`config.mk`:
```
export PLATFORM = sky130hd
export DESIGN_NAME = sprite_draw_engine
export DESIGN_NICKNAME = d
export VERILOG_FILES = /design/src/rtl/sprite_draw_pkg.sv /design/src/rtl/sprite_pos_decode.sv /design/src/rtl/sprite_row_shifter.sv /design/src/rtl/sprite_draw_engine.sv
export SDC_FILE = /design/constraint.sdc
export NUM_CORES = 1
export LEC_CHECK = 0
export CORE_MARGIN = 2
export CORE_UTILIZATION = 50
export DETAILED_ROUTE_END_ITERATION = 10
export DONT_BUFFER_PORTS = 1
export HOLD_SLACK_MARGIN = 0.08
export PLACE_DENSITY = 0.68
export REMOVE_ABC_BUFFERS = 1
export SLEW_MARGIN = 0
export SYNTH_ARGS = -nofsm -noshare
export SYNTH_HDL_FRONTEND = slang
export SYNTH_HIERARCHICAL = 1
export SYNTH_SLANG_ARGS = --single-unit
```
`constraint.sdc`:
```
create_clock -name clk -period 2.02 [get_ports clk]
set_input_delay 0.101 -clock clk [delete_from_list [all_inputs] [get_ports clk]]
set_output_delay 0.101 -clock clk [all_outputs]
set_load 0.05 [all_outputs]
```
`src/rtl/sprite_draw_pkg.sv`:
```
// Package: shared sizes and the controller state type for the sprite draw engine.
// Assumes a frame buffer of FB_ROWS rows, each ROW_BYTES bytes wide, in one page.
package sprite_draw_pkg;
    localparam int BYTE_W    = 8;
    localparam int ROW_BYTES = 8;
    localparam int FB_ROWS   = 32;
    localparam int FB_AW     = $clog2(ROW_BYTES * FB_ROWS);
    localparam int COL_W     = $clog2(ROW_BYTES);
    localparam int OFS_W     = $clog2(BYTE_W);
    localparam int ROW_W     = $clog2(FB_ROWS);
    localparam int CNT_W     = 4;

    typedef enum logic [2:0] {
        ST_IDLE,
        ST_SYNC,
        ST_SRC_RD,
        ST_SRC_LAT,
        ST_L_RD,
        ST_L_WR,
        ST_R_RD,
        ST_R_WR
    } draw_state_t;
endpackage

```
`src/rtl/sprite_pos_decode.sv`:
```
// Module: splits the X and Y bytes into byte column, pixel offset and first
// frame address. Assumes the screen is 64 pixels wide, so upper bits wrap away.
module sprite_pos_decode
    import sprite_draw_pkg::*;
(
    input  logic [BYTE_W-1:0] x_pos,
    input  logic [BYTE_W-1:0] y_pos,
    output logic [COL_W-1:0]  col,
    output logic [OFS_W-1:0]  ofs,
    output logic [FB_AW-1:0]  base
);
    logic [ROW_W-1:0] row;

    // Field extraction: column from the middle X bits, offset from the low ones.
    always_comb begin
        col  = COL_W'(x_pos >> OFS_W);
        ofs  = OFS_W'(x_pos);
        row  = ROW_W'(y_pos);
        base = FB_AW'({row, col});
    end
endmodule

```
`src/rtl/sprite_row_shifter.sv`:
```
// Module: places one sprite byte at a pixel offset across two screen bytes.
// Assumes the MSB is the leftmost pixel; purely combinational.
module sprite_row_shifter
    import sprite_draw_pkg::*;
(
    input  logic [BYTE_W-1:0]   spr_byte,
    input  logic [OFS_W-1:0]    ofs,
    output logic [2*BYTE_W-1:0] pair
);
    // Right shift of the byte inside a double-width field.
    always_comb begin
        pair = {spr_byte, {BYTE_W{1'b0}}} >> ofs;
    end
endmodule

```
`src/rtl/sprite_draw_engine.sv`:
```
// Module: top of the sprite XOR draw engine. Latches a draw command and waits
// for vsync. For each sprite row it then reads the source byte and does one or
// two frame-buffer read-modify-writes. Assumes both memories have a one-cycle
// read latency and that fb_addr serves reads and writes alike.
module sprite_draw_engine
    import sprite_draw_pkg::*;
#(
    parameter int SRC_AW = 12
) (
    input  logic                  clk,
    input  logic                  rst_n,
    input  logic                  start,
    input  logic [BYTE_W-1:0]     x_pos,
    input  logic [BYTE_W-1:0]     y_pos,
    input  logic [CNT_W-1:0]      rows,
    input  logic [SRC_AW-1:0]     src_addr,
    input  logic                  vsync,
    output logic                  src_rd_en,
    output logic [SRC_AW-1:0]     src_rd_addr,
    input  logic [BYTE_W-1:0]     src_rd_data,
    output logic                  fb_rd_en,
    output logic                  fb_wr_en,
    output logic [FB_AW-1:0]      fb_addr,
    output logic [BYTE_W-1:0]     fb_wr_data,
    input  logic [BYTE_W-1:0]     fb_rd_data,
    output logic                  busy,
    output logic                  done,
    output logic                  collision
);
    localparam logic [COL_W-1:0] LAST_COL = COL_W'(ROW_BYTES - 1);

    draw_state_t state_q;
    logic                  done_q;
    logic                  coll_q;
    logic [COL_W-1:0]      col_q;
    logic [OFS_W-1:0]      ofs_q;
    logic [FB_AW-1:0]      row_addr_q;
    logic [CNT_W-1:0]      rows_q;
    logic [CNT_W-1:0]      idx_q;
    logic [SRC_AW-1:0]     src_q;
    logic [2*BYTE_W-1:0]   pair_q;

    logic [COL_W-1:0]      dec_col;
    logic [OFS_W-1:0]      dec_ofs;
    logic [FB_AW-1:0]      dec_base;
    logic [2*BYTE_W-1:0]   shf_pair;
    logic [BYTE_W-1:0]     cur_new;
    logic [FB_AW:0]        next_addr;
    logic                  last_row;

    sprite_pos_decode u_dec (
        .x_pos (x_pos),
        .y_pos (y_pos),
        .col   (dec_col),
        .ofs   (dec_ofs),
        .base  (dec_base)
    );

    sprite_row_shifter u_shf (
        .spr_byte (src_rd_data),
        .ofs      (ofs_q),
        .pair     (shf_pair)
    );

    // Row stepping: next row address with carry, and end-of-sprite detection.
    always_comb begin
        next_addr = {1'b0, row_addr_q} + (FB_AW+1)'(ROW_BYTES);
        last_row  = next_addr[FB_AW] || (idx_q == rows_q - CNT_W'(1));
        cur_new   = (state_q == ST_R_WR) ? pair_q[BYTE_W-1:0] : pair_q[2*BYTE_W-1:BYTE_W];
    end

    // Port drive: strobes and addresses decoded from the controller state.
    always_comb begin
        src_rd_en   = (state_q == ST_SRC_RD);
        src_rd_addr = src_q + SRC_AW'(idx_q);
        fb_rd_en    = (state_q == ST_L_RD) || (state_q == ST_R_RD);
        fb_wr_en    = (state_q == ST_L_WR) || (state_q == ST_R_WR);
        fb_addr     = (state_q == ST_R_RD || state_q == ST_R_WR)
                      ? row_addr_q + FB_AW'(1) : row_addr_q;
        fb_wr_data  = fb_rd_data ^ cur_new;
        busy        = (state_q != ST_IDLE) || done_q;
        done        = done_q;
        collision   = coll_q;
    end

    // Controller: command latch, sync wait, row loop and completion pulse.
    always_ff @(posedge clk) begin
        if (!rst_n) begin
            state_q    <= ST_IDLE;
            done_q     <= 1'b0;
            coll_q     <= 1'b0;
            col_q      <= '0;
            ofs_q      <= '0;
            row_addr_q <= '0;
            rows_q     <= '0;
            idx_q      <= '0;
            src_q      <= '0;
            pair_q     <= '0;
        end else begin
            done_q <= 1'b0;
            case (state_q)
                ST_IDLE: begin
                    if (start && !done_q) begin
                        col_q      <= dec_col;
                        ofs_q      <= dec_ofs;
                        row_addr_q <= dec_base;
                        rows_q     <= rows;
                        src_q      <= src_addr;
                        idx_q      <= '0;
                        coll_q     <= 1'b0;
                        if (rows == '0) begin
                            done_q <= 1'b1;
                        end else begin
                            state_q <= ST_SYNC;
                        end
                    end
                end
                ST_SYNC: begin
                    if (vsync) state_q <= ST_SRC_RD;
                end
                ST_SRC_RD: state_q <= ST_SRC_LAT;
                ST_SRC_LAT: begin
                    pair_q  <= shf_pair;
                    state_q <= ST_L_RD;
                end
                ST_L_RD: state_q <= ST_L_WR;
                ST_L_WR, ST_R_WR: begin
                    if ((fb_rd_data & cur_new) != '0) coll_q <= 1'b1;
                    if (state_q == ST_L_WR && col_q != LAST_COL) begin
                        state_q <= ST_R_RD;
                    end else begin
                        row_addr_q <= next_addr[FB_AW-1:0];
                        idx_q      <= idx_q + CNT_W'(1);
                        if (last_row) begin
                            state_q <= ST_IDLE;
                            done_q  <= 1'b1;
                        end else begin
                            state_q <= ST_SRC_RD;
                        end
                    end
                end
                ST_R_RD: state_q <= ST_R_WR;
                default: state_q <= ST_IDLE;
            endcase
        end
    end

    // Sync tracker for checks: set once vsync is seen while waiting, cleared when idle.
    logic sync_seen_q;
    always_ff @(posedge clk) begin
        if (!rst_n) sync_seen_q <= 1'b0;
        else if (!busy) sync_seen_q <= 1'b0;
        else if (state_q == ST_SYNC && vsync) sync_seen_q <= 1'b1;
    end

    assert_rmw_same_addr_R3: assert property (@(posedge clk) disable iff (!rst_n)
        fb_wr_en |-> $past(fb_rd_en) && fb_addr == $past(fb_addr));

    assert_no_wrap_right_R4: assert property (@(posedge clk) disable iff (!rst_n)
        (fb_wr_en || fb_rd_en) && col_q == LAST_COL |-> fb_addr[COL_W-1:0] == LAST_COL);

    assert_write_after_sync_R6: assert property (@(posedge clk) disable iff (!rst_n)
        (fb_wr_en || fb_rd_en) |-> sync_seen_q);

    assert_empty_draw_R8: assert property (@(posedge clk) disable iff (!rst_n)
        !busy && start && rows == '0 |=> done && !collision && !src_rd_en && !fb_rd_en);

    assert_done_pulse_R9: assert property (@(posedge clk) disable iff (!rst_n)
        done |=> !done);

    assert_src_in_range_R11: assert property (@(posedge clk) disable iff (!rst_n)
        src_rd_en |-> (src_rd_addr - src_q) < SRC_AW'(rows_q));
endmodule

```
---- After elaboration in Yosys (flattened, before gate mapping) ----
Cells that the tools add are included.
storage, ports and cells
  register bits ........................... 55
  input port bits ......................... 52
  output and inout port bits .............. 34
cells by class
  bitwise gates (word level) .............. 2
  shift operators ......................... 1
  add/subtract/negate cells ............... 5
  multiplexer cells ....................... 22
  reductions and logical operators ........ 18
  equality and inequality tests ........... 14
operators by type and width
  operator               count
  $mux W8                4
  $pmux W3 S7            1
  $pmux W8 S2            1
  $shr A16 B3 Y16        1
  $add A12 B4 Y12        1
  $eq A3 B3 Y1 const B   4
  $mux W3                4
  $ne A2 B2 Y1 const B   5
  $add A8 B4 Y9 const B  1
  $reduce_and A3 Y1      3
  $add A8 B1 Y8 const B  1
  $and A8 B8 Y8          1
  $mux W4                2
  $pmux W4 S2            1
  $reduce_bool A8 Y1     1
  $xor A8 B8 Y8          1
  $eq A3 B2 Y1 const B   2
  $mux W1                6
  $logic_or A1 B1 Y1     5
  $add A4 B1 Y4 const B  1
  $eq A4 B4 Y1           1
  $logic_not A4 Y1       1
  $pmux W1 S2            2
  $sub A4 B1 Y4 const B  1
  10 further kinds       11

---- Depth between registers and ports, before layout ----
Gate-level depths: netlist of run 1.
  depth after elaboration ................. 6
  depth in mapped cells ................... 10

---- By module ----
Netlist of run 1, hierarchy kept.
by module, submodules not included
  module              area each (um^2)  cells an instance  times used
  sprite_draw_engine  2980.4            374                1
  sprite_row_shifter  407.9             53                 1
  sprite_pos_decode   105.1             14                 1

---- Worst setup path before layout of run 1 ----
No wires, ideal clock.
  path type ............................... register to output
  start point ............................. register idx_q[0]
  end point ............................... output src_rd_addr[10]
  arrival time ............................ 2201 ps
  path slack .............................. -282 ps
  data required time ...................... 1919 ps
  cell stages (with the launch flop) ...... 8
  path through ............................ dfxtp_1 -> ha_1 -> inv_1 -> fa_1 -> nor2b_1 -> o21ai_0 -> a21oi_1 -> xor2_1
between the ends
  cells in the longest elaborated chain, start to end .. 1
ends and longest elaborated chain
  what                    RTL line                   text
  from (decl)             sprite_draw_engine.sv:39   logic [CNT_W-1:0] idx_q;
  from (signal assigned)  sprite_draw_engine.sv:133  idx_q <= idx_q + CNT_W'(1);
  $add A12 B4 Y12         sprite_draw_engine.sv:75   src_rd_addr = src_q + SRC_AW'(idx_q);
  to (decl)               sprite_draw_engine.sv:19   output logic [SRC_AW-1:0] src_rd_addr,
Every way passes these cells.

---- Final worst setup path of run 1 ----
  start point ............................. register idx_q[0]
  end point ............................... output src_rd_addr[6]
Same word-level chain as after synthesis.

==> metrics.csv, run 1 <==
stage,metric,value,unit
status,outcome,finished with violations,
status,violations,negative setup slack,
placement,post_dp_cell_area,3820,um2
setup_path,arrival,1990,ps
flow_run,cap_violations,0,
synth,ys_warn_count,6,
floorplanning,die_area,7670,um2
worst_hold_path,min_path_cells,3,
layout,final_cell_mix,"nand2_1 (104), a21oi_1 (52), dfxtp_1 (51)",
setup_path,r2r_cells,10,
synth,yosys_register_bits,55,
synth,synth_flop_cell,dfxtp_1,
clock_tree,cts_tree,done,
setup_path,cp_slowest_cell,dfxtp_2,
routing,vias_per_cell,5.45,
clock_tree,cts.path.max_buffers,2,
power_and_ir_drop,p_sw,1.02,mW
worst_hold_path,hold_path.class,in2reg,
power_and_ir_drop,total_power,3.07,mW
power_and_ir_drop,swShare,33.4,%
routing,wirelength,8.70,mm
synth,syn-cell-area,3490,um2
clock_tree,clk_pin_slew,100,ps
setup_path,end_kind,output port,
global_routing,grt_max_degree,34,
floorplanning,row_count,30,
floorplanning,die_h,87.6,um
layout,fin_util,65.5,%
routing,drc,0,
clock_tree,clock_latency,310,ps
placement,hpwl,6.07,mm
power_and_ir_drop,power_frac_clock,28.2,%
global_routing,gr-total-overflow,0,
synth,syn_area_per_cell,7.92,um2
sta,maxSlewViolCount,0,
setup_path,path_class,reg2out,
setup_path,rr_endpoint,collision,
floorplanning,initial_utilization,51.4,%
routing,avgRoutedWirePerCell,14.8,um
power_and_ir_drop,leakagePower,1.79,nW
layout,syn2layout_area_growth,27.4,%
global_routing,grt_pass1_wl,14.4,mm
placement,place_congestion,0.903,
layout,diodes,0,
routing,antenna_left,0,
power_and_ir_drop,combPwrFrac,31.5,%
routing,drtIter0Drc,151,
worst_hold_path,hold_end,row_addr_q[3],
floorplanning,boundaryPins,86,
sta,timing.final.crit_share,103,%
global_routing,antenna_found_initial,0,
synth,ys_seq_area_share,31.5,%
setup_path,worstPathMaxFanout,4,
layout,drive_gt1_share,22.0,%
setup_path,worstPathRequired,1920,ps
sta,fin_crit,2090,ps
routing,vias,3203,
layout,final_area,4450,um2
power_and_ir_drop,ir_worst_vdd,0.000329,V
clock_tree,cts_inserted_buffers,5,
routing,first_pass_iters,4,
sta,worst_slack,-67.7,ps
power_and_ir_drop,cellInternalPower,2.04,mW
clock_tree,cts_max_level,2,
clock_tree,root_buffer,clkbuf_8,
synth,async_reset_ff_share,0,%
placement,place.port_buffers,0,
setup_path,cpPeakStageDelay,370,ps
power_and_ir_drop,seqPwrFrac,40.4,%
clock_tree,cts.sinks,55,
sta,tightestPinTransition,609,ps
floorplanning,placeableCoreArea,6790,um2
layout,nets,560,
sta,setup_viol,6,
setup_path,r2r-start,state_q[0],
sta,fin_tns_setup,-252,ps
sta,rsz0062_at_grt,true,
worst_hold_path,min_from,y_pos[0],
sta,skew,11.6,ps
sta,fmax,479,MHz
floorplanning,fp.dieW,87.6,um
setup_path,critical_path.cell_chain,ha_4 -> inv_2 -> fa_2 -> nor2b_4 -> o21ai_4 -> a21oi_2 -> xor2_1 -> buf_4,
synth,synth_cells,441,
layout,final_common_cell,nand2_1,
synth,synth_edf_count,0,
setup_path,start_kind,flop,
setup_path,r2r_setup_slack,180,ps
power_and_ir_drop,power_density,690,nW/um2
sta,finalHoldViolations,0,
synth,synth_cell_types,50,
global_routing,grt_pass1_vias,3075,
sta,worst_slew_margin_rel,59.3,%
global_routing,grt_usage,23.3,%
[cells in the mapped netlist (7+ instances only)]
cell / n / area (um2)
ha_1: 16 / 200
xor2_1: 9 / 78.8
inv_1: 9 / 33.8
clkbuf_1: 10 / 37.5
o21ai_0: 7 / 35.0
nand2_1: 105 / 394
buf_2: 7 / 35.0
nand3_1: 12 / 60.1
buf_4: 19 / 143
mux2i_1: 12 / 120
xnor2_1: 9 / 78.8
dfxtp_1: 55 / 1100
nor2_1: 15 / 56.3
a21oi_1: 56 / 280
mux2_2: 9 / 101
[routing by layer]
| layer | GRT usage [%] | vias to the layer above | share of wire, % |
|---|---|---|---|
| met4 | 6.57 | 0 | 1.3 |
| met3 | 3.86 | 9 | 5.2 |
| met5 | 0 | - | 0 |
| li1 | - | 1604 | - |
| met2 | 39.8 | 84 | 50 |
| met1 | 30.5 | 1506 | 44 |
[kinds of logic after synthesis]
group	synth area share, %
simple gates	22.9
compound gates	16.3
flops	31.5
buf+inv	8.74
mux	8.92
xor+xnor	5.16
fa+ha+maj	6.30
other cells	0.107
[worst max-delay path: cells and delay by family, from the launching register on]
kind | cells | cell delay, ps
DFF | 1 | 370
and+or+nand+nor | 1 | 150
adders and majority gates | 2 | 500
AOI/OAI and AO/OA | 2 | 240
xor gates and xnor gates | 1 | 170
buffers and inverters | 2 | 250
[flip-flops by register name, indices dropped and copies added (netlist names), 3 cells and up]
| register | cells |
|---|---|
| pair_q | 16 |
| idx_q | 4 |
| src_q | 12 |
| col_q | 3 |
| ofs_q | 3 |
| rows_q | 4 |
| row_addr_q | 8 |
| state_q | 3 |
[area by class of cell]
| type | count | area, um2 |
|---|---|---|
| multi-input combinational | 334 | 2220 |
| inverter | 12 | 45.0 |
| sequential | 55 | 1110 |
| clock inverter | 2 | 60.1 |
| clock buffer | 6 | 72.6 |
| tap | 96 | 120 |
| fill | 584 | 2340 |
| timing repair buffer | 83 | 821 |
[power by group through the flow]
stage / registers (mW) / clock network [mW] / logic (mW)
finish: 1.24 / 0.864 / 0.965
global route: 1.25 / 0.922 / 1.04
CTS: 1.24 / 0.879 / 0.950
detailed placement: 1.26 / 0 / 0.881
global placement: 1.25 / 0 / 0.868
floorplan: 1.26 / 0 / 0.604
[worst max path at each step]
stage,cells past startpoint,start,endpoint
floorplan,9,state_q[0],collision
global placement,9,state_q[0],collision
detailed placement,9,state_q[0],collision
CTS,8,src_q[0],src_rd_addr[6]
global route,8,idx_q[0],src_rd_addr[10]
finish,8,idx_q[0],src_rd_addr[6]
[timing repair]
action,CTS,global route
hold buffers,31,0
gates resized for setup,21,11
setup buffers,5,2
cloned,0,0
endpoints found under the setup margin,13,13
endpoints found under the hold margin,42,0
pin swaps,16,9
[per-stage QoR]
step | setup slack (ps) | std cells | hold slack, ps
2_1_floorplan | -535 | 401 | 219
3_3_place_gp | 39.3 | 543 | 225
3_5_place_dp | -69.4 | 543 | 228
4_1_cts | -92.4 | 587 | 167
5_1_grt | -195 | 588 | 179
6_report | -67.7 | 588 | 165
Power figures use the tool's default switching activity.
==> run 2: changes to the inputs <==
--- a/config.mk
+++ b/config.mk
@@ -11,7 +11,6 @@
 export DONT_BUFFER_PORTS = 1
 export HOLD_SLACK_MARGIN = 0.08
 export PLACE_DENSITY = 0.68
-export REMOVE_ABC_BUFFERS = 1
 export SLEW_MARGIN = 0
 export SYNTH_ARGS = -nofsm -noshare
 export SYNTH_HDL_FRONTEND = slang
==> run 2 against run 1 <==
The flow still finishes with violations (negative setup slack). Combinational power increased by 3.2%. Hold slack got worse by 69 ps. Total power decreased by 6.6%. Register-to-register slack about the same. Clock power decreased by 27%. Maximum frequency decreased by 2.0%. First-iteration DRC count decreased by 9.3%. Wire length decreased by 2.9%. Cell area increased by 1.5%. Core utilization increased by 0.98 points. Critical path depth unchanged. Highest routed layer unchanged.
==> metrics.csv, run 2 (synthesis results as in run 1) <==
stage,metric,value,unit
status,outcome,finished with violations,
status,violations,negative setup slack,
routing,first_pass_iters,4,
power_and_ir_drop,seqPwrFrac,43.3,%
setup_path,end_kind,output port,
placement,hpwl,6.00,mm
routing,drc,0,
floorplanning,die_area,7670,um2
setup_path,critPathTopFamily,adder cells,
sta,setup_viol,7,
global_routing,grt_pass1_wl,13.8,mm
power_and_ir_drop,power_frac_clock,21.9,%
routing,wirelength,8.44,mm
floorplanning,fp.dieW,87.6,um
power_and_ir_drop,cellInternalPower,1.82,mW
routing,vias_per_cell,5.41,
setup_path,r2r_setup_slack,190,ps
setup_path,start_kind,flop,
setup_path,cpPeakStageDelay,380,ps
setup_path,cp_slowest_cell,dfxtp_2,
routing,drtIter0Drc,137,
global_routing,grt_usage,22.5,%
layout,largest_register_ffs,16,
floorplanning,boundaryPins,86,
worst_hold_path,min_path_cells,4,
layout,nets,562,
layout,top_register,pair_q,
sta,finalHoldViolations,0,
setup_path,worstPathMaxFanout,4,
floorplanning,placeableCoreArea,6790,um2
layout,diodes,0,
sta,hold_ws,95.8,ps
layout,syn2layout_area_growth,29.3,%
worst_hold_path,hold_path.class,in2reg,
global_routing,gr-total-overflow,0,
setup_path,worstPathRequired,1920,ps
clock_tree,cts_max_level,2,
setup_path,path_class,reg2out,
setup_path,rr_endpoint,collision,
setup_path,path_buf_inv,2,
placement,post_dp_cell_area,3980,um2
sta,fin_crit,2130,ps
floorplanning,initial_utilization,51.4,%
power_and_ir_drop,combPwrFrac,34.7,%
clock_tree,clock_latency,320,ps
power_and_ir_drop,ir_worst_vdd,0.000400,V
routing,antenna_left,0,
placement,place.port_buffers,0,
clock_tree,cts_tree,done,
layout,drive_gt1_share,23.1,%
clock_tree,cts.sinks,55,
global_routing,antenna_found_initial,0,
setup_path,r2r-start,state_q[0],
clock_tree,cts_inserted_buffers,5,
sta,timing.final.crit_share,105,%
sta,tightestPinTransition,569,ps
setup_path,critical_path.cell_chain,ha_4 -> inv_2 -> fa_2 -> nor2b_4 -> o21ai_4 -> a21oi_2 -> xor2_2 -> buf_12,
clock_tree,clk_pin_slew,120,ps
clock_tree,cts.path.max_buffers,2,
setup_path,arrival,2030,ps
layout,largest_registers,"pair_q x16, src_q x12, row_addr_q x8",
power_and_ir_drop,leakagePower,1.78,nW
sta,fmax,470,MHz
setup_path,crit_cells,8,
floorplanning,die_h,87.6,um
flow_run,cap_violations,0,
power_and_ir_drop,p_sw,1.04,mW
layout,final_common_cell,nand2_1,
routing,vias,3190,
placement,place_congestion,0.891,
power_and_ir_drop,power_density,635,nW/um2
sta,worst_slack,-110,ps
synth,synth_nets,510,
setup_path,crit_end,src_rd_addr[10],
clock_tree,root_buffer,clkbuf_8,
sta,worst_slew_margin_rel,62.0,%
layout,final_cell_mix,"nand2_1 (104), a21oi_1 (52), dfxtp_1 (49)",
floorplanning,row_count,30,
sta,skew,20.3,ps
routing,avgRoutedWirePerCell,14.3,um
global_routing,grt_pass1_vias,3028,
setup_path,r2r_cells,10,
global_routing,grt_max_degree,33,
layout,final_area,4520,um2
power_and_ir_drop,swShare,36.4,%
sta,maxSlewViolCount,0,
setup_path,critical_path.startpoint,idx_q[0],
sta,rsz0062_at_grt,true,
layout,n_fill_cell,578,
run 2: cell types whose count changed in the layout (fill, tap and decap cells not counted), moves of 2 or more:
cell / before / now
nor4_2: 2 / 0
ha_1: 9 / 12
xor2_4: 0 / 3
xor2_1: 9 / 4
dfxtp_2: 4 / 6
xor2_2: 0 / 2
nor4_1: 1 / 3
dfxtp_1: 51 / 49
buf_12: 9 / 13
ha_4: 5 / 3
bufinv_16: 2 / 0
run 2: layout make-up:
type / instances / area, um2 / share of cell area, %
tap: 96 / 120 / 2.66
sequential: 55 / 1110 / 24.5
inverter: 12 / 47.5 / 1.05
clock inverter: 2 / 16.3 / 0.360
clock buffer: 6 / 72.6 / 1.61
multi-input combinational: 334 / 2270 / 50.3
timing repair buffer: 85 / 880 / 19.5
run 2: repair_timing:
action                                  in CTS  in global routing
endpoints found under the setup margin      17                 10
buffers inserted                             4                  1
pin swaps                                   13                  8
gates resized for setup                     23                  6
endpoints found under the hold margin       40                  0
hold buffers                                30                  0
run 2: worst min path at each step:
stage,start,to,slack [ps]
finish,src_rd_data[1],pair_q[3],100
global route,src_rd_data[1],pair_q[3],120
CTS,src_rd_data[1],pair_q[3],90
detailed placement,x_pos[3],col_q[0],240
global placement,x_pos[4],col_q[1],240
floorplan,src_addr[0],src_q[0],240
run 2: stage by stage:
stage | power [mW] | TNS (ps) | setup slack, ps | utilization [%] | cells
after floorplan | 1.94 | -208 | -134 | - | 441
after global placement | 2.17 | 0 | 16.4 | 58.5 | 547
after detailed placement | 2.18 | -15.5 | -15.5 | 58.5 | 547
after CTS | 2.86 | -443 | -127 | 66.1 | 589
after global routing | 3.01 | -757 | -168 | 66.5 | 590
final | 2.87 | -427 | -110 | 66.5 | 590
run 2: power groups by stage:
stage          Clock (mW)  Sequential, mW  Combinational, mW
6_report            0.629            1.24              0.996
4_1_cts             0.638            1.24              0.987
5_1_grt             0.686            1.25               1.07
2_1_floorplan           0            1.23              0.708
3_5_place_dp            0            1.26              0.921
3_3_place_gp            0            1.25              0.912
run 2: worst register-to-register path, stage by stage (launching register included):
cell     delay, ps
dfxtp_1        320
nand2_1        120
inv_4           50
nand2_4        120
buf_4          120
mux2_2         320
ha_1           190
nor4_1         250
a21oi_1        110
nor2_1         100
nor2_1          50
run 2: metal layers:
metal / up-vias / wire length (um) / track usage, %
li1: 1604 / - / -
met3: 5 / 479 / 4.24
met1: 1493 / 3650 / 27.7
met2: 88 / 4250 / 40.7
met4: 0 / 59 / 5.31
met5: - / 0 / 0
==> run 3: changes to the inputs <==
--- a/config.mk
+++ b/config.mk
@@ -5,12 +5,13 @@
 export SDC_FILE = /design/constraint.sdc
 export NUM_CORES = 1
 export LEC_CHECK = 0
+export BUFFER_PORTS_ARGS = -buffer_cell sky130_fd_sc_hd__clkbuf_2
 export CORE_MARGIN = 2
-export CORE_UTILIZATION = 50
+export CORE_UTILIZATION = 49
+export CTS_BUF_LIST = sky130_fd_sc_hd__clkbuf_16
 export DETAILED_ROUTE_END_ITERATION = 10
-export DONT_BUFFER_PORTS = 1
 export HOLD_SLACK_MARGIN = 0.08
-export PLACE_DENSITY = 0.68
+export PLACE_DENSITY = 0.77
 export SLEW_MARGIN = 0
 export SYNTH_ARGS = -nofsm -noshare
 export SYNTH_HDL_FRONTEND = slang
==> run 3 against run 2 <==
The flow still finishes with violations (negative setup slack). First-iteration DRC count is 11% higher. Core utilization up 0.46 points. Sequential power hardly changed. Clock skew decreased by 13 ps. Global-route usage shrank 0.090 points. Via count rose by 3.9%.
==> metrics.csv, run 3 (synthesis results as in run 1) <==
stage,metric,value,unit
global_routing,grt_pass1_wl,14.0,mm
setup_path,start_kind,flop,
setup_path,r2r-start,state_q[0],
floorplanning,boundaryPins,86,
clock_tree,clock_latency,290,ps
routing,wirelength,8.48,mm
layout,largest_register_ffs,16,
global_routing,grt_usage,22.4,%
global_routing,gr-total-overflow,0,
power_and_ir_drop,seqPwrFrac,39.5,%
power_and_ir_drop,combPwrFrac,30.4,%
layout,nets,602,
global_routing,use_met1,27.6,%
layout,diodes,0,
placement,place.port_buffers,80,
layout,syn2layout_area_growth,30.9,%
routing,first_pass_iters,4,
layout,largest_registers,"pair_q x16, src_q x12, row_addr_q x8",
power_and_ir_drop,power_frac_clock,30.1,%
sta,timing.final.crit_share,105,%
placement,dp_slack,-156,ps
floorplanning,die_area,7820,um2
sta,tightestPinTransition,523,ps
synth,synth_nets,510,
global_routing,grt_max_degree,31,
power_and_ir_drop,swShare,33.0,%
power_and_ir_drop,cellInternalPower,2.11,mW
setup_path,r2r_cells,10,
routing,antenna_left,0,
setup_path,end_kind,output port,
floorplanning,die_h,88.4,um
worst_hold_path,hold_path.class,in2reg,
sta,rsz0062_at_grt,true,
layout,final_cell_mix,"nand2_1 (104), clkbuf_2 (65), a21oi_1 (52)",
setup_path,worstPathMaxFanout,4,
setup_path,r2r_setup_slack,160,ps
global_routing,gr-usage-met2,39.6,%
setup_path,critical_path.startpoint,idx_q[1],
global_routing,grt_use_met3,3.73,%
clock_tree,cts_tree,done,
layout,final_area,4570,um2
floorplanning,initial_utilization,51.1,%
clock_tree,root_buffer,clkbuf_16,
clock_tree,cts_inserted_buffers,5,
global_routing,busiest_layer,met2,
status,outcome,finished with violations,
routing,vias_per_cell,5.26,
layout,top_register,pair_q,
flow_run,cap_violations,0,
placement,post_dp_cell_area,4040,um2
power_and_ir_drop,power_density,687,nW/um2
routing,drc,0,
placement,hpwl,6.03,mm
placement,place_congestion,0.857,
floorplanning,fp.dieW,88.4,um
routing,avgRoutedWirePerCell,13.5,um
setup_path,worstPathRequired,1920,ps
routing,drtIter0Drc,152,
setup_path,rr_endpoint,collision,
sta,setup_viol,7,
status,violations,negative setup slack,
clock_tree,cts.path.max_buffers,2,
floorplanning,placeableCoreArea,6830,um2
setup_path,arrival,2020,ps
layout,final_common_cell,nand2_1,
power_and_ir_drop,leakagePower,1.93,nW
power_and_ir_drop,ir_worst_vdd,0.000300,V
floorplanning,row_count,30,
sta,fin_crit,2120,ps
sta,maxSlewViolCount,0,
sta,finalHoldViolations,0,
layout,drive_gt1_share,29.4,%
routing,vias,3313,
setup_path,path_class,reg2out,
sta,skew,7.72,ps
sta,fmax,472,MHz
global_routing,antenna_found_initial,0,
sta,worst_slack,-99.5,ps
sta,worst_slew_margin_rel,65.1,%
power_and_ir_drop,p_sw,1.04,mW
setup_path,crit_end,src_rd_addr[11],
clock_tree,cts_max_level,2,
clock_tree,clk_pin_slew,70,ps
clock_tree,cts.sinks,55,
global_routing,grt_pass1_vias,3120,
run 3: cell types whose count changed in the layout (fill, tap and decap cells not counted), sizes merged:
cell         change
clkbuf          +70
bufinv           +1
clkinv           +2
inv              -1
buf             -23
dlygate4sd3      -8
clkinvlp         -1
run 3: cell type report:
type,count,area [um2]
fill,570,2260
multi-input combinational,334,2240
sequential,55,1110
timing repair buffer,125,890
clock buffer,5,125
tap,96,120
inverter,12,47.5
clock inverter,3,38.8
run 3: worst max-delay path: stages (launching register included):
cell and delay, ps:
dfxtp_2 330, buf_6 110, ha_4 240, a21o_1 130, a21oi_2 70, buf_4 150
o21a_1 200, o211ai_1 250, clkbuf_8 240
run 3: worst min path at each step:
stage                start          to  slack (ps)  cells after the start
2_1_floorplan  src_addr[0]    src_q[0]         240                      2
3_3_place_gp   src_addr[8]    src_q[8]         320                      3
3_5_place_dp      x_pos[1]    ofs_q[1]         330                      3
4_1_cts              vsync  state_q[1]          90                      3
5_1_grt              vsync  state_q[1]          80                      3
6_report             vsync  state_q[1]          80                      3
run 3: power groups by stage:
stage | Clock (mW) | Combinational, mW | Sequential [mW]
final | 0.946 | 0.956 | 1.24
after CTS | 0.970 | 0.943 | 1.24
after global routing | 1.01 | 1.04 | 1.25
after global placement | 0 | 0.869 | 1.25
after floorplan | 0 | 0.708 | 1.23
after detailed placement | 0 | 0.882 | 1.26
run 3: what timing repair did:
item	CTS	global route
hold endpoints to repair	25	0
pin swaps	13	6
resized for setup	24	21
setup endpoints to repair	9	17
buffers inserted	1	1
hold buffers	22	0
run 3: metal layers:
layer / routed length, um / share of wire (%)
met2: 4280 / 50
met3: 371 / 4.4
met1: 3660 / 43
met5: 0 / 0
met4: 170 / 2.0
run 3: stage by stage:
stage	hold slack [ps]	cells	setup TNS, ps	utilization, %	power (mW)
2_1_floorplan	237	441	-208	-	1.94
3_3_place_gp	324	598	-73.3	59.1	2.12
3_5_place_dp	333	598	-423	59.1	2.14
4_1_cts	86.7	629	-575	66.2	3.15
5_1_grt	84.6	630	-1020	66.9	3.30
6_report	82.0	630	-437	66.9	3.14
